`src/rtl/cos_dio_pkg.sv`:
```
`timescale 1ns/1ps
package cos_dio_pkg;
  localparam int BYTE_W       = 8;
  localparam int NUM_OUT_B    = 3;                 // latched output bytes
  localparam int NUM_ISO_B    = 3;                 // isolated input bytes
  localparam int NUM_BANKS    = NUM_ISO_B + 1;     // isolated banks + TTL bank
  localparam int COS_W        = NUM_BANKS * BYTE_W;
  localparam int NUM_REGS     = 16;
  localparam int TTL_MODE_BIT = 1;

  localparam logic [3:0] OFS_OUT0  = 4'd0;
  localparam logic [3:0] OFS_TTLO  = 4'd3;
  localparam logic [3:0] OFS_IN0   = 4'd4;
  localparam logic [3:0] OFS_TTLI  = 4'd7;
  localparam logic [3:0] OFS_STAT0 = 4'd8;
  localparam logic [3:0] OFS_CTL   = 4'd12;
  localparam logic [3:0] OFS_RSVD  = 4'd13;
  localparam logic [3:0] OFS_EN    = 4'd14;
  localparam logic [3:0] OFS_SWRST = 4'd15;
endpackage

```
`src/rtl/dio_sync.sv`:
```
`timescale 1ns/1ps
module dio_sync #(
  parameter int WIDTH  = 32,
  parameter int STAGES = 2
) (
  input  logic             clk,
  input  logic             rst,
  input  logic [WIDTH-1:0] din,
  output logic [WIDTH-1:0] dout
);
  logic [WIDTH-1:0] stage_q [STAGES];

  genvar s;
  generate
    for (s = 0; s < STAGES; s++) begin : g_stage
      if (s == 0) begin : g_first
        always_ff @(posedge clk) begin
          if (rst) stage_q[0] <= '0;
          else     stage_q[0] <= din;
        end
      end else begin : g_next
        always_ff @(posedge clk) begin
          if (rst) stage_q[s] <= '0;
          else     stage_q[s] <= stage_q[s-1];
        end
      end
    end
  endgenerate

  assign dout = stage_q[STAGES-1];
endmodule

```
`src/rtl/cos_bank.sv`:
```
`timescale 1ns/1ps
module cos_bank #(
  parameter int W = 8
) (
  input  logic         clk,
  input  logic         rst,
  input  logic         wipe,      // hard or software reset
  input  logic [W-1:0] smp,       // synchronized line levels
  input  logic         rise_en,
  input  logic         fall_en,
  input  logic [W-1:0] clr_mask,  // write-one-to-clear bits
  output logic [W-1:0] stat,
  output logic [W-1:0] stat_nxt
);
  logic [W-1:0] prev_q;
  logic [W-1:0] evt;

  always_ff @(posedge clk) begin
    if (rst) prev_q <= '0;
    else     prev_q <= smp;
  end

  always_comb begin
    evt = '0;
    if (rise_en) evt = evt | (smp & ~prev_q);
    if (fall_en) evt = evt | (~smp & prev_q);
    // a new event wins over a clear of the same bit
    stat_nxt = wipe ? '0 : ((stat & ~clr_mask) | evt);
  end

  always_ff @(posedge clk) begin
    stat <= stat_nxt;
  end
endmodule

```
`src/rtl/cos_dio_ctrl.sv`:
```
`timescale 1ns/1ps
module cos_dio_ctrl
  import cos_dio_pkg::*;
#(
  parameter int SYNC_STAGES = 2
) (
  input  logic                          clk,
  input  logic                          rst,
  input  logic                          bus_we,
  input  logic                          bus_wide,
  input  logic [3:0]                    bus_addr,
  input  logic [31:0]                   bus_wdata,
  output logic [31:0]                   bus_rdata,
  input  logic [NUM_ISO_B*BYTE_W-1:0]   iso_in,
  input  logic [BYTE_W-1:0]             ttl_in,
  output logic [NUM_OUT_B*BYTE_W-1:0]   out_fet,
  output logic [BYTE_W-1:0]             ttl_out,
  output logic                          ttl_oe,
  output logic                          irq
);
  localparam int NUM_LATCH = NUM_OUT_B + 1;

  logic [NUM_REGS-1:0] wr_hit;
  logic [BYTE_W-1:0]   wr_byte [NUM_REGS];
  logic [BYTE_W-1:0]   out_q   [NUM_LATCH];
  logic [BYTE_W-1:0]   ctl_q;
  logic [BYTE_W-1:0]   en_q;
  logic                irq_q;
  logic                wipe;
  logic [COS_W-1:0]    smp;
  logic [COS_W-1:0]    stat_all;
  logic [COS_W-1:0]    stat_nxt_all;
  logic [COS_W-1:0]    clr_all;
  logic [BYTE_W-1:0]   view [NUM_REGS];
  logic [31:0]         rd_nxt;

  // write decode: byte lane per register, word access covers aligned group
  always_comb begin
    for (int i = 0; i < NUM_REGS; i++) begin
      logic [3:0] idx;
      idx = 4'(i);
      wr_hit[i]  = bus_we && (bus_wide ? (bus_addr[3:2] == idx[3:2])
                                       : (bus_addr == idx));
      wr_byte[i] = bus_wide ? bus_wdata[8*idx[1:0] +: 8] : bus_wdata[7:0];
    end
  end

  assign wipe = rst | wr_hit[OFS_SWRST];

  // output latches (FET bytes then TTL latch)
  always_ff @(posedge clk) begin
    for (int i = 0; i < NUM_LATCH; i++) begin
      if (wipe)                       out_q[i] <= '0;
      else if (wr_hit[OFS_OUT0 + i])  out_q[i] <= wr_byte[OFS_OUT0 + i];
    end
  end

  always_ff @(posedge clk) begin
    if (wipe) begin
      ctl_q <= '0;
      en_q  <= '0;
    end else begin
      if (wr_hit[OFS_CTL]) ctl_q <= wr_byte[OFS_CTL];
      if (wr_hit[OFS_EN])  en_q  <= wr_byte[OFS_EN];
    end
  end

  dio_sync #(.WIDTH(COS_W), .STAGES(SYNC_STAGES)) i_sync (
    .clk  (clk),
    .rst  (rst),
    .din  ({ttl_in, iso_in}),
    .dout (smp)
  );

  genvar b;
  generate
    for (b = 0; b < NUM_BANKS; b++) begin : g_bank
      assign clr_all[b*BYTE_W +: BYTE_W] =
        wr_hit[OFS_STAT0 + b] ? wr_byte[OFS_STAT0 + b] : '0;

      cos_bank #(.W(BYTE_W)) i_bank (
        .clk      (clk),
        .rst      (rst),
        .wipe     (wipe),
        .smp      (smp[b*BYTE_W +: BYTE_W]),
        .rise_en  (en_q[b]),
        .fall_en  (en_q[b + NUM_BANKS]),
        .clr_mask (clr_all[b*BYTE_W +: BYTE_W]),
        .stat     (stat_all[b*BYTE_W +: BYTE_W]),
        .stat_nxt (stat_nxt_all[b*BYTE_W +: BYTE_W])
      );
    end
  endgenerate

  always_ff @(posedge clk) begin
    irq_q <= |stat_nxt_all;
  end

  // read view of the sixteen registers
  always_comb begin
    for (int i = 0; i < NUM_LATCH; i++) view[OFS_OUT0 + i] = out_q[i];
    for (int i = 0; i < NUM_BANKS; i++) begin
      view[OFS_IN0 + i]   = smp[i*BYTE_W +: BYTE_W];
      view[OFS_STAT0 + i] = stat_all[i*BYTE_W +: BYTE_W];
    end
    view[OFS_CTL]   = ctl_q;
    view[OFS_RSVD]  = '0;
    view[OFS_EN]    = en_q;
    view[OFS_SWRST] = {7'd0, irq_q};
  end

  always_comb begin
    if (bus_wide)
      rd_nxt = {view[{bus_addr[3:2], 2'd3}], view[{bus_addr[3:2], 2'd2}],
                view[{bus_addr[3:2], 2'd1}], view[{bus_addr[3:2], 2'd0}]};
    else
      rd_nxt = {24'd0, view[bus_addr]};
  end

  always_ff @(posedge clk) begin
    if (rst) bus_rdata <= '0;
    else     bus_rdata <= rd_nxt;
  end

  generate
    for (b = 0; b < NUM_OUT_B; b++) begin : g_out
      assign out_fet[b*BYTE_W +: BYTE_W] = out_q[b];
    end
  endgenerate

  assign ttl_out = out_q[NUM_OUT_B];
  assign ttl_oe  = ctl_q[TTL_MODE_BIT];
  assign irq     = irq_q;
endmodule

```
`config.mk`:
```
export PLATFORM = sky130hd
export DESIGN_NAME = cos_dio_ctrl
export DESIGN_NICKNAME = d
export VERILOG_FILES = /design/src/rtl/cos_dio_pkg.sv /design/src/rtl/dio_sync.sv /design/src/rtl/cos_bank.sv /design/src/rtl/cos_dio_ctrl.sv
export SDC_FILE = /design/constraint.sdc
export NUM_CORES = 1
export LEC_CHECK = 0
export ABC_AREA = 1
export BUFFER_PORTS_ARGS = -buffer_cell sky130_fd_sc_hd__buf_2
export CELL_PAD_IN_SITES_DETAIL_PLACEMENT = 1
export CELL_PAD_IN_SITES_GLOBAL_PLACEMENT = 1
export CORE_MARGIN = 10
export CORE_UTILIZATION = 37
export DETAILED_ROUTE_END_ITERATION = 12
export PLACE_DENSITY = 0.85
export SLEW_MARGIN = 5
export SYNTH_ARGS = -nofsm -noshare
export SYNTH_HDL_FRONTEND = slang
export SYNTH_SLANG_ARGS = --single-unit
```
`constraint.sdc`:
```
create_clock -name clk -period 1.7 [get_ports clk]
set_clock_uncertainty 0.15 [all_clocks]
set_input_delay 0.17 -clock clk [delete_from_list [all_inputs] [get_ports clk]]
set_output_delay 0.17 -clock clk [all_outputs]
set_load 0.02 [all_outputs]
```
[Yosys cells after proc, flatten, opt, wreduce, memory -nomap -nowiden]
Memory sizes are Yosys's and may differ from the RTL's.
Index checks and enable logic that the tools add are counted.
Storage, ports and cells
  register bits after elaboration: 113
  latch bits: 0
  RAM bits: 96
  memory bits (read-only): 0
  bits of input ports: 72
  memories: 2
Operators by class
  add/sub/neg operators: 0
  multipliers: 0
  div/mod/pow operators: 0
  order comparisons: 5
  eq/ne operators: 12
  shifts and indexed selects: 0
  mux-type cells: 69
  bitwise logic cells: 45
  reduce and logical (&&, ||, !) cells: 15
Memories
  i_sync.stage_q: depth 2, bits a word 32, read ports 2, clocked after memory_dff 0, write ports 2, line dio_sync.sv:11  | logic [WIDTH-1:0] stage_q [STAGES];
  out_q: depth 4, bits a word 8, read ports 4, clocked after memory_dff 0, write ports 4, line cos_dio_ctrl.sv:25  | logic [BYTE_W-1:0] out_q [NUM_LATCH];
Operators with widths (number)
  two-way mux 8 bit: 34
  binary-select mux 8 bit (select 4 bit): 5
  AND 8 bit: 12
  NOT 8 bit: 12
  two-way mux 32 bit: 2
  OR 8 bit: 8
  OR reduction 32 bit: 1
  equality test 4 bit, second input constant: 7
  two-way mux 1 bit: 28
  >= comparator 5 bit, second input constant: 5
  NOT 4 -> 5 bit: 5
  logical AND 1 bit: 11
  equality test 4 x 2 -> 1 bit, second input constant: 2
  OR 1 bit: 7
  equality test 2 bit, second input constant: 2
  equality test 4 x 1 -> 1 bit, second input constant: 1
  logical NOT 4 bit: 1
  logical NOT 2 bit: 1
  OR reduction 2 bit: 1
  NOT 1 bit: 1

[Logic depth before layout (Yosys ltp)]
  depth after elaboration: 9
  mapped depth: 14
  gate-level depth less buffers: 12

[By module]
From an unflattened synthesis, not the netlist that was laid out.
Unflattened totals
  cells, all modules: 1360
  area total of the unflattened synthesis: 9539.1 µm²
Modules (own cells, without submodules)
  cos_dio_ctrl: times used 1, cells an instance 761, area each 5001.0 µm²
  cos_bank: times used 4, cells an instance 100, area each 674.4 µm²
  dio_sync: times used 1, cells an instance 199, area each 1840.5 µm²

[Worst setup path after synthesis]
Ideal clock, no wire load.
  kind: in2reg
  start: input bus_addr[2]
  end: memory out_q[0][0], enable pin
  setup time: 0.329 ns
  arrival: 1.170 ns
  required time: 1.221 ns
  slack: 0.051 ns
  cell stages on the path: 6
  path through: buf_2 > nor2_1 > inv_1 > nor2_1 > nand2_1 > nand2_1
RTL lines
  from (decl): line cos_dio_ctrl.sv:11  | input logic [3:0] bus_addr,
  to (decl): line cos_dio_ctrl.sv:25

==> impl_metrics.tcl <==
set metrics [dict create \
    clk_pin_slew_ns 0.06 \
    grtUsageTotal_pct 24.8 \
    drive_above_1_share_pct 24.8 \
    fillers 2801 \
    synth_warnings 0 \
    synthToLayoutAreaGrowth_pct 43.3 \
    io_pins 138 \
    fp.coreArea_um2 22800 \
    synth_cells 1173 \
    drtAntennaViolNets 0 \
    report.final.slew_viol_count 0 \
    max_freq_mhz 570 \
    layout_min_cycle_time_ns 1.75 \
    tns_ns -0.0941 \
    r2r_cells 9 \
    rsz0062_at_grt "yes" \
    cts_root_buf "clkbuf_16" \
    hp-class "primary input to register" \
    cp_data_required_time_ns 1.94 \
    layout.nets 1593 \
    clkLatencyLatePin_ns 0.53 \
    finalCritPeriodShare_pct 103 \
    crit_path_start_kind "register" \
    r2r_setup_slack_ns -0.05 \
    placedInstanceArea_um2 10900 \
    cp.arrival_ns 1.99 \
    num_vias 9545 \
    wl_per_cell_um 21.2 \
    ir_drop_uv 736 \
    clockBufferDepth 3 \
    hold_depth 4 \
    setup.worst_path.start "out_q[1][6]" \
    firstDrtPassIters 5 \
    dp_hpwl_mm 27.7 \
    start_util_pct 37.9 \
    syn_area_per_cell_um2 7.36 \
    reg2reg_from "out_q[1][6]" \
    p_per_area_nw_per_um2 1010 \
    drv_cap 0 \
    violations "setup timing" \
    worst_pin_slew_ns 0.454 \
    synth.yosys.seq_area_share_pct 52.1 \
    rows 55 \
    wirelength_mm 39.2 \
    grt_pass1_wl_mm 58.6 \
    crit_type "register to register" \
    die_h_um 173 \
    hp-start "bus_wdata[12]" \
    fin_area_um2 12400 \
    finalSetupViolations 3 \
    cts_tree "yes" \
    finalHoldViolations 0 \
    syn_area_um2 8640 \
    gp_congestion 1.01 \
    syn_nets 1245 \
    grt_pass1_vias 10000 \
    netlist-cell-type-count 30 \
    final_cell_mix "nand2_1, nor2_1, inv_1" \
    n_antenna_cell 0 \
    drt_iter0_markers 900 \
    slew_headroom_pct 69.7 \
    hold_path_end "out_q[1][4]" \
    fin_ws_ns -0.0538 \
    ys_ff_latch 209 \
    grt_overflow_total 0 \
    numCtsBuffers 24 \
    cts_sinks 209 \
    grt_max_degree 102 \
    status "finished with violations" \
    crit_fanout 2 \
    die_w_um 173 \
    reg2reg_to "bus_rdata[6]" \
    dieArea_um2 29900 \
    leakagePower_nw 6.24 \
    endpoint_kind "register" \
    htreeDepth 1 \
    drc 0 \
    vias_per_cell 5.15 \
    io_buffers 137 \
    layout_commonest_cell "nand2_1" \
    antenna_found_initial 0 \
]
cell families after synthesis:
family | synth area share [%]
simple gates | 25.9
compound gates | 11.3
buf+inv | 10.7
flops | 52.1
per-stage QoR:
stage          instances  util (%)  hold slack (ns)  power, mW  setup slack, ns
2_1_floorplan       1173         -            0.127       6.12           0.0507
3_3_place_gp        1748      47.8            0.220       6.94           -0.209
3_5_place_dp        1748      47.8            0.229       6.99           -0.288
4_1_cts             1848      53.9           0.0200       12.4         -0.00866
5_1_grt             1852      54.3           0.0625       12.8           -0.108
6_report            1852      54.3           0.0364       12.5          -0.0538
registers in the layout (all words and copies together), names as in the netlist:
signal,count
bus_rdata,32
ctl_q,8
en_q,8
g_bank.i_bank.prev_q,32
g_bank.i_bank.stat,32
i_sync.stage_q,64
irq,1
out_q,32
power by group:
part           internal (mW)  total (mW)  switching [mW]
logic                  0.679        1.70            1.02
registers               5.24        5.41           0.167
clock network           3.20        5.36            2.16
metal layers:
metal | wire length [um] | vias to the layer above | GRT usage (%) | part of all wire (%)
met5 | 0 | - | 0 | 0
met4 | 1750 | 0 | 9.70 | 4.5
met3 | 2730 | 107 | 4.36 | 7.0
met2 | 19300 | 412 | 44.2 | 49
met1 | 15500 | 4653 | 29.0 | 39
li1 | - | 4373 | - | -
repair_timing:
action,CTS,global route
pin swaps,3,12
gates resized for setup,8,32
hold endpoints to repair,62,0
hold buffers,53,0
setup endpoints to repair,4,14
setup buffers,3,4
cell type report:
type                       instances  area, um^2  area share (%)
multi-input combinational        730        3280            26.5
clock inverter                     4        52.6           0.425
inverter                         190         726            5.86
clock buffer                      40         762            6.16
timing repair buffer             366        2660            21.5
tap                              313         392            3.16
sequential                       209        4510            36.4
worst max-delay path, stage by stage (launching register included):
cell      delay (ns)
edfxtp_1        0.44
nand2_1         0.10
o21ai_1         0.07
buf_4           0.16
nand2_2         0.05
o211ai_1        0.07
nand2_1         0.07
nand4_1         0.23
nand2_1         0.20
a21oi_1         0.08
worst max-delay path by stage:
| stage | endpoint | cells after the start |
|---|---|---|
| after global placement | irq | 14 |
| after floorplan | out_q[0][0] | 6 |
| after global routing | irq | 14 |
| final | bus_rdata[6] | 9 |
| after detailed placement | irq | 14 |
| after CTS | irq | 10 |
cells in the mapped netlist, drive strengths merged:
| cell type | n | area share [%] |
|---|---|---|
| a21oi | 63 | 3.7 |
| a22o | 4 | 0.41 |
| a22oi | 21 | 1.8 |
| a31oi | 5 | 0.36 |
| buf | 24 | 1.5 |
| clkbuf | 20 | 0.87 |
| clkinv | 6 | 0.26 |
| dfxtp | 177 | 41 |
| edfxtp | 32 | 11 |
| inv | 184 | 8.0 |
| nand2 | 278 | 12 |
| nand3 | 34 | 2.0 |
| nand3b | 3 | 0.26 |
| nand4 | 4 | 0.29 |
| nor2 | 197 | 8.7 |
| nor3 | 43 | 2.5 |
| o211ai | 4 | 0.35 |
| o21ai | 51 | 3.0 |
| o21bai | 3 | 0.26 |
| o221ai | 3 | 0.30 |
| o22ai | 17 | 1.2 |
Power figures use the tool's default switching activity.
